$ cat config.mk
export PLATFORM = sky130hd
export DESIGN_NAME = audtx_stat_reg
export DESIGN_NICKNAME = d
export VERILOG_FILES = /design/src/rtl/audtx_stat_pkg.sv /design/src/rtl/audtx_stat_sample.sv /design/src/rtl/audtx_err_track.sv /design/src/rtl/audtx_edge_irq.sv /design/src/rtl/audtx_stat_reg.sv
export SDC_FILE = /design/constraint.sdc
export NUM_CORES = 1
export LEC_CHECK = 0
export BUFFER_PORTS_ARGS = -buffer_cell sky130_fd_sc_hd__clkbuf_2
export CAP_MARGIN = 5
export CORE_UTILIZATION = 36
export DETAILED_ROUTE_END_ITERATION = 12
export PLACE_DENSITY_LB_ADDON = 0.25
export SETUP_SLACK_MARGIN = 0.02
export SYNTH_ARGS = -nofsm -noshare
export SYNTH_HDL_FRONTEND = slang
export SYNTH_SLANG_ARGS = --single-unit
$ cat constraint.sdc
create_clock -name clk -period 1.15 [get_ports clk]
set_input_delay 0.0575 -clock clk [delete_from_list [all_inputs] [get_ports clk]]
set_output_delay 0.0575 -clock clk [all_outputs]
set_load 0.05 [all_outputs]
$ cat src/rtl/audtx_stat_pkg.sv
package audtx_stat_pkg;
  localparam int REG_W    = 32;
  localparam int LVL_W    = 6;
  localparam int EVT_W    = 4;
  localparam int CODE_W   = 4;
  localparam int SAMP_W   = LVL_W + 3;  // level flags, paused, starve, busy
  localparam int IRQ_W    = LVL_W + 3;  // low byte plus error flag
  localparam int BUSY_BIT = 28;
  localparam int CODE_LSB = 24;
  localparam int ERR_BIT  = 8;

  localparam logic [CODE_W-1:0] CODE_NONE = 4'hF;
  localparam logic [CODE_W-1:0] CODE_BASE = 4'd11;
  localparam logic [7:0]        LOW_RST   = 8'h36;

  // Lowest event index has priority.
  function automatic logic [CODE_W-1:0] fault_code(input logic [EVT_W-1:0] ev);
    logic [CODE_W-1:0] c;
    c = CODE_NONE;
    for (int i = EVT_W - 1; i >= 0; i--) begin
      if (ev[i]) c = CODE_BASE + CODE_W'(i);
    end
    return c;
  endfunction

  function automatic logic [REG_W-1:0] pack_word(input logic busy,
                                                 input logic [CODE_W-1:0] code,
                                                 input logic err,
                                                 input logic [7:0] low);
    logic [REG_W-1:0] w;
    w = '0;
    w[BUSY_BIT] = busy;
    w[CODE_LSB +: CODE_W] = code;
    w[ERR_BIT] = err;
    w[7:0] = low;
    return w;
  endfunction
endpackage

$ cat src/rtl/audtx_stat_sample.sv
module audtx_stat_sample
  import audtx_stat_pkg::*;
#(
  parameter int W = SAMP_W,
  parameter logic [W-1:0] RST_VAL = '0
) (
  input  logic         clk,
  input  logic         rst_n,
  input  logic [W-1:0] d_i,
  output logic [W-1:0] q_o
);
  always_ff @(posedge clk or negedge rst_n) begin
    if (!rst_n) q_o <= RST_VAL;
    else        q_o <= d_i;
  end
endmodule

$ cat src/rtl/audtx_err_track.sv
module audtx_err_track
  import audtx_stat_pkg::*;
(
  input  logic              clk,
  input  logic              rst_n,
  input  logic [EVT_W-1:0]  evt_i,
  input  logic              clr_i,
  input  logic              set_i,
  output logic              new_err_o,
  output logic              err_nxt_o,
  output logic              err_o,
  output logic [CODE_W-1:0] code_o
);
  logic [CODE_W-1:0] code_nxt;

  assign new_err_o = |evt_i;

  always_comb begin
    err_nxt_o = err_o;
    code_nxt  = code_o;
    if (new_err_o && (!err_o || clr_i)) begin
      err_nxt_o = 1'b1;
      code_nxt  = fault_code(evt_i);
    end else if (err_o && clr_i) begin
      err_nxt_o = 1'b0;
      code_nxt  = CODE_NONE;
    end else if (!err_o && set_i) begin
      err_nxt_o = 1'b1;
    end
  end

  always_ff @(posedge clk or negedge rst_n) begin
    if (!rst_n) begin
      err_o  <= 1'b0;
      code_o <= CODE_NONE;
    end else begin
      err_o  <= err_nxt_o;
      code_o <= code_nxt;
    end
  end
endmodule

$ cat src/rtl/audtx_edge_irq.sv
module audtx_edge_irq #(
  parameter int N = 9
) (
  input  logic         clk,
  input  logic         rst_n,
  input  logic [N-1:0] nxt_i,
  input  logic [N-1:0] cur_i,
  input  logic         wr_i,
  input  logic [N-1:0] clr_mask_i,
  output logic [N-1:0] rise_o,
  output logic [N-1:0] irq_o
);
  logic [N-1:0] keep;

  assign rise_o = nxt_i & ~cur_i;
  assign keep   = wr_i ? ~clr_mask_i : '1;

  for (genvar g = 0; g < N; g++) begin : g_bit
    always_ff @(posedge clk or negedge rst_n) begin
      if (!rst_n) irq_o[g] <= 1'b0;
      else        irq_o[g] <= (irq_o[g] & keep[g]) | rise_o[g];
    end
  end
endmodule

$ cat src/rtl/audtx_stat_reg.sv
module audtx_stat_reg
  import audtx_stat_pkg::*;
(
  input  logic              clk,
  input  logic              rst_n,
  input  logic              busy_i,
  input  logic              starve_i,
  input  logic              dma_mode_i,
  input  logic              paused_i,
  input  logic [LVL_W-1:0]  fifo_lvl_i,
  input  logic [EVT_W-1:0]  fault_i,
  input  logic              reg_wr_i,
  input  logic              reg_set_i,
  input  logic [REG_W-1:0]  reg_wdata_i,
  input  logic              irq_wr_i,
  output logic [REG_W-1:0]  reg_rdata_o,
  output logic [IRQ_W-1:0]  irq_o
);
  localparam logic [SAMP_W-1:0] SAMP_RST = {1'b0, LOW_RST};

  logic [SAMP_W-1:0] samp_d, samp_q;
  logic              clr_req, set_req;
  logic              new_err, err_nxt, err_q;
  logic [CODE_W-1:0] code_q;
  logic [IRQ_W-1:0]  irq_rise;
  logic              unused_wdata;

  assign samp_d  = {busy_i, starve_i & dma_mode_i, paused_i, fifo_lvl_i};
  assign clr_req = reg_wr_i & ~reg_set_i & reg_wdata_i[ERR_BIT];
  assign set_req = reg_wr_i &  reg_set_i & reg_wdata_i[ERR_BIT];
  assign unused_wdata = ^{reg_wdata_i[REG_W-1:IRQ_W]};

  audtx_stat_sample #(.W(SAMP_W), .RST_VAL(SAMP_RST)) u_samp (
    .clk(clk), .rst_n(rst_n), .d_i(samp_d), .q_o(samp_q)
  );

  audtx_err_track u_err (
    .clk(clk), .rst_n(rst_n), .evt_i(fault_i), .clr_i(clr_req), .set_i(set_req),
    .new_err_o(new_err), .err_nxt_o(err_nxt), .err_o(err_q), .code_o(code_q)
  );

  audtx_edge_irq #(.N(IRQ_W)) u_irq (
    .clk(clk), .rst_n(rst_n),
    .nxt_i({err_nxt, samp_d[7:0]}), .cur_i({err_q, samp_q[7:0]}),
    .wr_i(irq_wr_i), .clr_mask_i(reg_wdata_i[IRQ_W-1:0]),
    .rise_o(irq_rise), .irq_o(irq_o)
  );

  assign reg_rdata_o = pack_word(samp_q[SAMP_W-1], code_q, err_q, samp_q[7:0]);
endmodule

==> results of run 1 <==
-- kinds of logic (layout without fill, tap and decap cells) --
family | after synthesis | after routing | synth area share [%]
buffers and inverters | 31 | 77 | 19.12
DFF | 22 | 22 | 55.88
other | 2 | 19 | 0.7503
and+or+nand+nor | 32 | 32 | 14.13
AOI/OAI and AO/OA | 17 | 17 | 10.12
-- metal layers --
metal	share of wire, %	vias up	GRT usage (%)
met1	38	400	17.37
met3	7.6	2	3.056
li1	-	423	-
met2	54	44	26.91
met5	0	-	0
met4	0.52	0	6.410
-- state kept, by name, summed over array words and instances (netlist names) --
name	flops
u_err.err_o	1
u_irq.irq_o	9
u_err.code_o	3
u_samp.q_o	9
-- final timing paths --
kind,endpoint,slack (ns),cells after the start
setup / recovery,u_err.code_o[0],0.03,3
hold / removal,u_irq.irq_o[3],0.02,4
setup reg to reg,u_err.code_o[0],0.03,3
hold reg to reg,u_irq.irq_o[3],0.44,1
max in group asynchronous,u_err.code_o[2],0.54,2
min in group asynchronous,u_irq.irq_o[5],0.24,2
-- where the power goes --
group / switching (W) / internal [W]
Sequential: 0.0000520 / 0.000865
Combinational: 0.000511 / 0.000200
Clock: 0.000218 / 0.000352
-- area by class of cell --
| type | count | area, µm² | share of cell area [%] |
|---|---|---|---|
| sequential | 22 | 560.5 | 38.55 |
| timing repair buffer | 63 | 445.4 | 30.64 |
| multi-input combinational | 68 | 320.3 | 22.03 |
| inverter | 10 | 37.54 | 2.582 |
| tap | 30 | 37.54 | 2.582 |
| clock inverter | 1 | 30.03 | 2.065 |
| clock buffer | 3 | 22.52 | 1.549 |
-- worst min-delay path: stages --
cell	delay, ns
clkbuf_2	0.08
nand2_1	0.05
nand2_1	0.04
o21ai_0	0.05
-- synth_stat cells --
library cell   n
a211oi_1       2
nand2_1       22
dfrtp_1       15
inv_1         10
nor3_1         3
a21oi_1        1
and3b_1        1
a31oi_1        1
a221oi_1       1
dfstp_2        7
clkbuf_1       1
a2111oi_0      1
nand2b_1       1
nor4_1         1
o21bai_1       1
nor3b_1        1
o21ai_1        1
buf_4         20
or4_1          1
nor2_1         2
o21ai_0        9
conb_1         2
-- timing repair --
item,CTS,global route
hold buffers,11,0
hold endpoints to repair,32,0
endpoints found under the setup margin,7,6
gates resized for setup,14,7
setup buffers,0,0
-- metrics by stage --
step                      total power [W]  setup TNS, ns  util (%)  setup slack [ns]
after floorplan                  0.001434       -0.04116         -          -0.04116
after global placement           0.001540              0     47.98           0.02279
after detailed placement         0.001551              0     47.98           0.03790
after CTS                        0.002204              0     56.78           0.02371
after global routing             0.002298       -0.01932     57.13          -0.01932
final                            0.002197              0     57.13           0.02848
==> metrics.md, run 1 <==
| Metric | Value |
|---|---|
| Status | `completed` |
| Crit path launch | `u_err.code_o[0]` |
| Share of cells above drive strength 1 | `38.92%` |
| Global-route wire length before repair | `3146 µm` |
| Ys Warns | `0` |
| DRT Wirelength | `2133 µm` |
| Tcrit/Tclk final | `97.52%` |
| Hold path start | `reg_wdata_i[3]` |
| Congestion Overflow GR | `0` |
| DR WL/cell | `10.83 µm` |
| DR vias | `869` |
| Most common cell after layout, fill and taps aside | `clkbuf_2` |
| Standard-cell rows | `18` |
| DRC | `0` |
| RSZ-0062 raised after global routing | `yes` |
| CP Cell Sequence | `nor3b_2, a2111oi_1, a211oi_1` |
| CTS tree | `done` |
| Design Area, Final | `1454 µm²` |
| Yosys top cell by area | `dfrtp_1` |
| Vertical die dimension | `54.73 µm` |
| Initial antenna violation count | `0` |
| Cell area power density | `1511 nW/µm²` |
| Leakage | `0.7836 nW` |
| CP delay by family, top | `flip-flops` |
| Worst Skew | `0.006065 ns` |
| Crit. End Element | `flop` |
| Endpoints failing setup | `0` |
| Initial core utilization | `39.33%` |
| R2R Path Start | `u_err.code_o[0]` |
| Mean post-synth cell area | `9.625 µm²` |
| Detailed Route Iter0 Violations | `9` |
| Synth area leaders | `dfrtp_1 (38%), dfstp_2 (18%), buf_4 (15%)` |
| Worst hold margin | `0.01573 ns` |
| Pre-Repair DR Iteration Count | `4` |
| CTS max path bufs | `2` |
| Area added between synthesis and finish | `45.25%` |
| Core area | `2545 µm²` |
| Die W | `54.73 µm` |
| Crit path kind | `reg -> reg` |
| Max Fclk | `0.8917 GHz` |
| Min Tclk post-route | `1.122 ns` |
| Slew Viols, Final | `0` |
| Worst path buffer plus inverter count | `0` |
| Placed cell count | `182` |
| Placed Area | `1221 µm²` |
| Layout Cells excl Fill | `197` |
| Slew Limit Headroom | `66.12%` |
| CP arrival | `1.32 ns` |
| Largest net degree at the start of global routing | `23` |
| GR Util All Layers | `15.15%` |
| Number of fill cells in the layout | `237` |
| Post-DR vias/cell | `4.411` |
| Post-route ant nets | `0` |
| Clk sinks | `22` |
| Synthesized instance count | `104` |
| Clk_lat worst skew | `0.30 ns` |
| CP required | `1.35 ns` |
| PortBufs | `49` |
| Hold violation total from the final report | `0` |
| Die area | `2995 µm²` |
| Register area share after synthesis | `55.88%` |
| Worst-path clk slew | `0.12 ns` |
| Root Buffer | `clkbuf_4` |
| # IOs | `92` |
| Antenna diodes | `0` |
| DP HPWL | `1494 µm` |
| Final #Nets | `219` |
| IR drop worst, VDD | `1059 µV` |
| Most frequent cells in the layout | `clkbuf_2 (41), nand2_1 (22), conb_1 (19)` |
| Synth Cell Area | `1001 µm²` |
| CP Max Fanout | `3` |
| Flops & latches, synth | `22` |
| GPL Wtd Cong | `0.6285` |
| TritonCTS Buffers | `3` |
| Post-synth top area share | `37.50%` |
| CP max-delay cell | `dfstp_2` |
| Number of global-route vias before repair | `760` |
| Crit start category | `flop` |
| Worst-Margin Slew | `0.5083 ns` |
| CTS HTree Levels | `1` |
| Max-cap violations | `0` |
| HP Class | `in -> reg` |
| Delay of the slowest critical-path stage | `0.57 ns` |
| Synth cell types | `22` |
No activity file was read; power rests on OpenSTA's default activity.
==> inputs of run 2 (changes only) <==
--- a/config.mk
+++ b/config.mk
@@ -5,7 +5,7 @@
 export SDC_FILE = /design/constraint.sdc
 export NUM_CORES = 1
 export LEC_CHECK = 0
-export BUFFER_PORTS_ARGS = -buffer_cell sky130_fd_sc_hd__clkbuf_2
+export BUFFER_PORTS_ARGS = -buffer_cell sky130_fd_sc_hd__buf_2
 export CAP_MARGIN = 5
 export CORE_UTILIZATION = 36
 export DETAILED_ROUTE_END_ITERATION = 12
@@ -14,3 +14,4 @@
 export SYNTH_ARGS = -nofsm -noshare
 export SYNTH_HDL_FRONTEND = slang
 export SYNTH_SLANG_ARGS = --single-unit
+export TNS_END_PERCENT = 10
==> run 2 against run 1 <==
Against the previous run: power decreased by 9.5%; combinational power shrank 5.1%; critical path depth stayed put; fmax decreased by 0.27%; cell area shrank 4.7%; non-clock buffer count unchanged; cell count unchanged; critical endpoint unchanged; largest power group unchanged.
==> metrics.md, run 2 (same netlist as run 1, synthesis figures left out) <==
| Metric | Value |
|---|---|
| Status | `completed` |
| Post-DR vias/cell | `4.244` |
| DRC | `0` |
| Worst Skew | `0.002237 ns` |
| Final #Nets | `219` |
| Worst path buffer plus inverter count | `0` |
| Detailed Route Iter0 Violations | `7` |
| Vertical die dimension | `54.73 µm` |
| Crit start category | `flop` |
| Max Fclk | `0.8892 GHz` |
| CP max-delay cell | `a2111oi_0` |
| Crit. End Element | `flop` |
| Delay of the slowest critical-path stage | `0.42 ns` |
| CTS tree | `done` |
| Largest net degree at the start of global routing | `23` |
| GPL Wtd Cong | `0.6275` |
| DR vias | `836` |
| TritonCTS Buffers | `3` |
| Global-route wire length before repair | `2946 µm` |
| Initial antenna violation count | `0` |
| Post-route ant nets | `0` |
| Share of cells above drive strength 1 | `38.32%` |
| CTS HTree Levels | `1` |
| Most frequent cells in the layout | `buf_2 (42), nand2_1 (22), conb_1 (19)` |
| Congestion Overflow GR | `0` |
| DRT Wirelength | `1968 µm` |
| Max-cap violations | `0` |
| Most common cell after layout, fill and taps aside | `buf_2` |
| CP Max Fanout | `3` |
| Standard-cell rows | `18` |
| Hold violation total from the final report | `0` |
| Met2 routed WL | `955 µm` |
| Die area | `2995 µm²` |
| Number of global-route vias before repair | `751` |
| Root Buffer | `clkbuf_4` |
| RSZ-0062 raised after global routing | `yes` |
| Top Registers | `u_irq.irq_o x9, u_samp.q_o x9, u_err.code_o x3` |
| Crit path kind | `reg -> reg` |
| Met1 wire length | `812 µm` |
| Antenna diodes | `0` |
| Uppermost layer routed | `met3` |
| Die W | `54.73 µm` |
| Min Tclk post-route | `1.125 ns` |
| Leakage | `0.7483 nW` |
| Pre-Repair DR Iteration Count | `3` |
| Clk_lat worst skew | `0.29 ns` |
| Worst hold margin | `0.02209 ns` |
| # IOs | `92` |
| CP Cell Sequence | `nor3b_2, a2111oi_0, a211oi_1` |
| Layout Cells excl Fill | `197` |
| Initial core utilization | `39.33%` |
| Tcrit/Tclk final | `97.79%` |
| Worst-path clk slew | `0.12 ns` |
| Area added between synthesis and finish | `38.38%` |
| Total power | `0.001988 W` |
| DR WL/cell | `9.990 µm` |
| CP required | `1.37 ns` |
| Core area | `2545 µm²` |
| IR drop worst, VDD | `883.8 µV` |
| DP HPWL | `1479 µm` |
| GR Util All Layers | `13.79%` |
| PortBufs | `49` |
| HP Class | `in -> reg` |
| Post-CTS Setup Bufs | `0` |
| Final worst slack | `0.02543 ns` |
| Post-layout util | `54.42%` |
| CP delay by family, top | `compound AO/OA/AOI/OAI gates` |
| Clk sinks | `22` |
| Slew Viols, Final | `0` |
| Cell area power density | `1435 nW/µm²` |
| CP arrival | `1.34 ns` |
| Met3 routed WL | `199 µm` |
| Endpoints failing setup | `0` |
| Pre-CTS setup slack | `0.01443 ns` |
| Placed cell count | `182` |
| CTS max path bufs | `2` |
## run 2: cell count changes in the layout (fill, tap and decap cells not counted)
cell	delta
clkbuf_4	-1
a2111oi_1	-1
clkbuf_2	-41
a2111oi_0	+1
buf_4	+7
dfrtp_2	-1
bufinv_16	-1
dfrtp_1	+1
buf_8	-3
clkbuf_8	-3
buf_2	+42
## run 2: repair_timing
action                                  CTS  global route
resized for setup                         7             0
hold buffers                             11             0
cloned                                    0             0
endpoints found under the setup margin    7             6
pin swaps                                 0             0
hold endpoints to repair                 28             0
## run 2: area by class of cell
cell class / count / area [µm²]
multi-input cells: 68 / 319.1
flip-flops and latches: 22 / 559.3
well taps: 30 / 37.54
clock buffers: 4 / 36.28
fillers: 245 / 1160
inverters: 10 / 37.54
repair buffers: 63 / 395.4
## run 2: through the flow
step / instance area (µm²) / setup TNS (ns)
after floorplan: 1070 / -0.04116
after global placement: 1221 / 0
after detailed placement: 1221 / 0
after CTS: 1385 / 0
after global routing: 1385 / 0
final: 1385 / 0
## run 2: layer usage
metal	track usage, %	vias to the layer above
met1	16.08	371
met5	0	-
met3	2.778	0
li1	-	421
met4	5.128	0
met2	24.50	44
## run 2: tightest hold or removal path: cells and delay by family
| kind | cells | cell delay [ns] |
|---|---|---|
| buf+inv | 1 | 0.07 |
| simple gates | 2 | 0.09 |
| compound gates | 1 | 0.06 |
## run 2: path summary, 6_finish.rpt
kind                                 start              end  slack (ns)  cells past startpoint
setup reg to reg           u_err.code_o[0]  u_err.code_o[0]        0.03                      3
hold / removal              reg_wdata_i[4]   u_irq.irq_o[4]        0.02                      4
max in group asynchronous            rst_n  u_err.code_o[1]        0.56                      2
min in group asynchronous            rst_n   u_irq.irq_o[4]        0.24                      2
hold reg to reg              u_samp.q_o[6]   u_irq.irq_o[6]        0.45                      1
setup / recovery           u_err.code_o[0]  u_err.code_o[0]        0.03                      3
## run 2: report_power, final
group	total [W]	switching [W]	internal, W
Sequential	0.000903	0.0000391	0.000863
Clock	0.000411	0.000218	0.000193
Combinational	0.000674	0.000505	0.000169
==> inputs of run 3 (changes only) <==
--- a/config.mk
+++ b/config.mk
@@ -5,12 +5,13 @@
 export SDC_FILE = /design/constraint.sdc
 export NUM_CORES = 1
 export LEC_CHECK = 0
-export BUFFER_PORTS_ARGS = -buffer_cell sky130_fd_sc_hd__buf_2
+export BUFFER_PORTS_ARGS = -buffer_cell sky130_fd_sc_hd__buf_4
 export CAP_MARGIN = 5
 export CORE_UTILIZATION = 36
 export DETAILED_ROUTE_END_ITERATION = 12
 export PLACE_DENSITY_LB_ADDON = 0.25
 export SETUP_SLACK_MARGIN = 0.02
+export SKIP_CTS_REPAIR_TIMING = 1
 export SYNTH_ARGS = -nofsm -noshare
 export SYNTH_HDL_FRONTEND = slang
 export SYNTH_SLANG_ARGS = --single-unit
==> run 3 against run 2 <==
Against the previous run: cell count did not move; fmax rose by 1.2%; register-to-register slack improved by 0.04 ns; sequential power rose by 1%; first-iteration DRC count did not move; largest power group unchanged.
==> metrics.md, run 3 (same netlist as run 1, synthesis figures left out) <==
| Metric | Value |
|---|---|
| Most frequent cells in the layout | `buf_4 (46), nand2_1 (22), conb_1 (19)` |
| CTS HTree Levels | `1` |
| Congestion Overflow GR | `0` |
| IR drop worst, VDD | `1093 µV` |
| Detailed Route Iter0 Violations | `7` |
| Largest net degree at the start of global routing | `23` |
| Slew Viols, Final | `0` |
| Top Registers | `u_irq.irq_o x9, u_samp.q_o x9, u_err.code_o x3` |
| Cell area power density | `1457 nW/µm²` |
| DP HPWL | `1506 µm` |
| Global-route wire length before repair | `2939 µm` |
| Crit start category | `flop` |
| Max-cap violations | `0` |
| CP arrival | `1.05 ns` |
| Worst-path clk slew | `0.12 ns` |
| GPL Wtd Cong | `0.6307` |
| Pre-CTS setup slack | `0.008334 ns` |
| Vertical die dimension | `54.73 µm` |
| CTS max path bufs | `2` |
| Min Tclk post-route | `1.111 ns` |
| DRC | `0` |
| Post-DR vias/cell | `4.335` |
| Pre-Repair DR Iteration Count | `4` |
| Antenna diodes | `0` |
| Leakage | `0.8015 nW` |
| CP max-delay cell | `dfstp_2` |
| Die area | `2995 µm²` |
| Worst path buffer plus inverter count | `1` |
| Tcrit/Tclk final | `96.62%` |
| Core area | `2545 µm²` |
| Die W | `54.73 µm` |
| TritonCTS Buffers | `3` |
| CP Max Fanout | `3` |
| CP Cell Sequence | `buf_4` |
| Max Fclk | `0.8999 GHz` |
| Total power | `0.002235 W` |
| Multi-input gate area | `320.3 µm²` |
| Crit. End Element | `primary output` |
| Final worst slack | `0.03882 ns` |
| Worst hold margin | `0.007451 ns` |
| GR Util All Layers | `13.90%` |
| HP Class | `in -> reg` |
| Worst Skew | `0.005734 ns` |
| Post-route ant nets | `0` |
| PortBufs | `49` |
| Initial antenna violation count | `0` |
| Number of global-route vias before repair | `738` |
| Status | `completed` |
| CTS tree | `done` |
| Hold violation total from the final report | `0` |
| DR WL/cell | `10.51 µm` |
| RSZ-0062 raised after global routing | `yes` |
| Initial core utilization | `39.33%` |
| Register Area | `559.3 µm²` |
| Endpoints failing setup | `0` |
| DR vias | `854` |
| Delay of the slowest critical-path stage | `0.56 ns` |
| Crit path kind | `reg -> out` |
| Share of cells above drive strength 1 | `38.32%` |
| CP required | `1.09 ns` |
| Clk_lat worst skew | `0.30 ns` |
| # IOs | `92` |
| Most common cell after layout, fill and taps aside | `buf_4` |
| Clk sinks | `22` |
| Root Buffer | `clkbuf_4` |
| CP delay by family, top | `flip-flops` |
| Area added between synthesis and finish | `53.25%` |
| Final #Nets | `219` |
| DRT Wirelength | `2070 µm` |
| Standard-cell rows | `18` |
| Number of fill cells in the layout | `214` |
| Final setup TNS | `0 ns` |
==> run 3: layer usage <==
metal | vias to the layer above | share of wire [%] | GRT usage (%) | routed length (µm)
met4 | 0 | 0.72 | 6.410 | 15
li1 | 423 | - | - | -
met1 | 383 | 40 | 15.38 | 833
met5 | - | 0 | 0 | 0
met3 | 2 | 7.5 | 2.778 | 156
met2 | 46 | 51 | 25.10 | 1064
==> run 3: worst paths after layout <==
kind                            startpoint              end  slack (ns)  cells after the start
setup reg to reg           u_err.code_o[0]  u_err.code_o[0]        0.07                      3
max in group asynchronous            rst_n  u_err.code_o[0]        0.69                      2
hold / removal              reg_wdata_i[1]   u_irq.irq_o[1]       0.007                      4
min in group asynchronous            rst_n   u_irq.irq_o[2]        0.18                      2
hold reg to reg              u_samp.q_o[6]   u_irq.irq_o[6]        0.46                      1
setup / recovery           u_err.code_o[0]  reg_rdata_o[24]        0.04                      1
==> run 3: power by group <==
part	switching, W	internal (W)	leakage [nW]
sequential	0.0000480	0.000864	0.247
clock	0.000223	0.000352	0.0279
combinational	0.000509	0.000239	0.527
==> run 3: stage by stage <==
step	utilization, %	instances	instance area, µm²
finish	60.28	197	1534
global route	60.28	197	1534
CTS	54.87	186	1396
detailed placement	52.80	182	1344
global placement	52.80	182	1344
floorplan	-	121	1070
==> run 3: final cells by class <==
class	instances	share of cell area [%]
well taps	30	2.447
repair buffers	63	34.34
clock buffers	3	1.468
flip-flops and latches	22	36.46
inverters	10	2.447
multi-input cells	68	20.88
clock inverters	1	1.958
==> run 3: tightest hold or removal path, stage by stage <==
cell and delay [ns]:
buf_4 0.07, nand2_1 0.04, nand2_1 0.05, o21ai_0 0.06
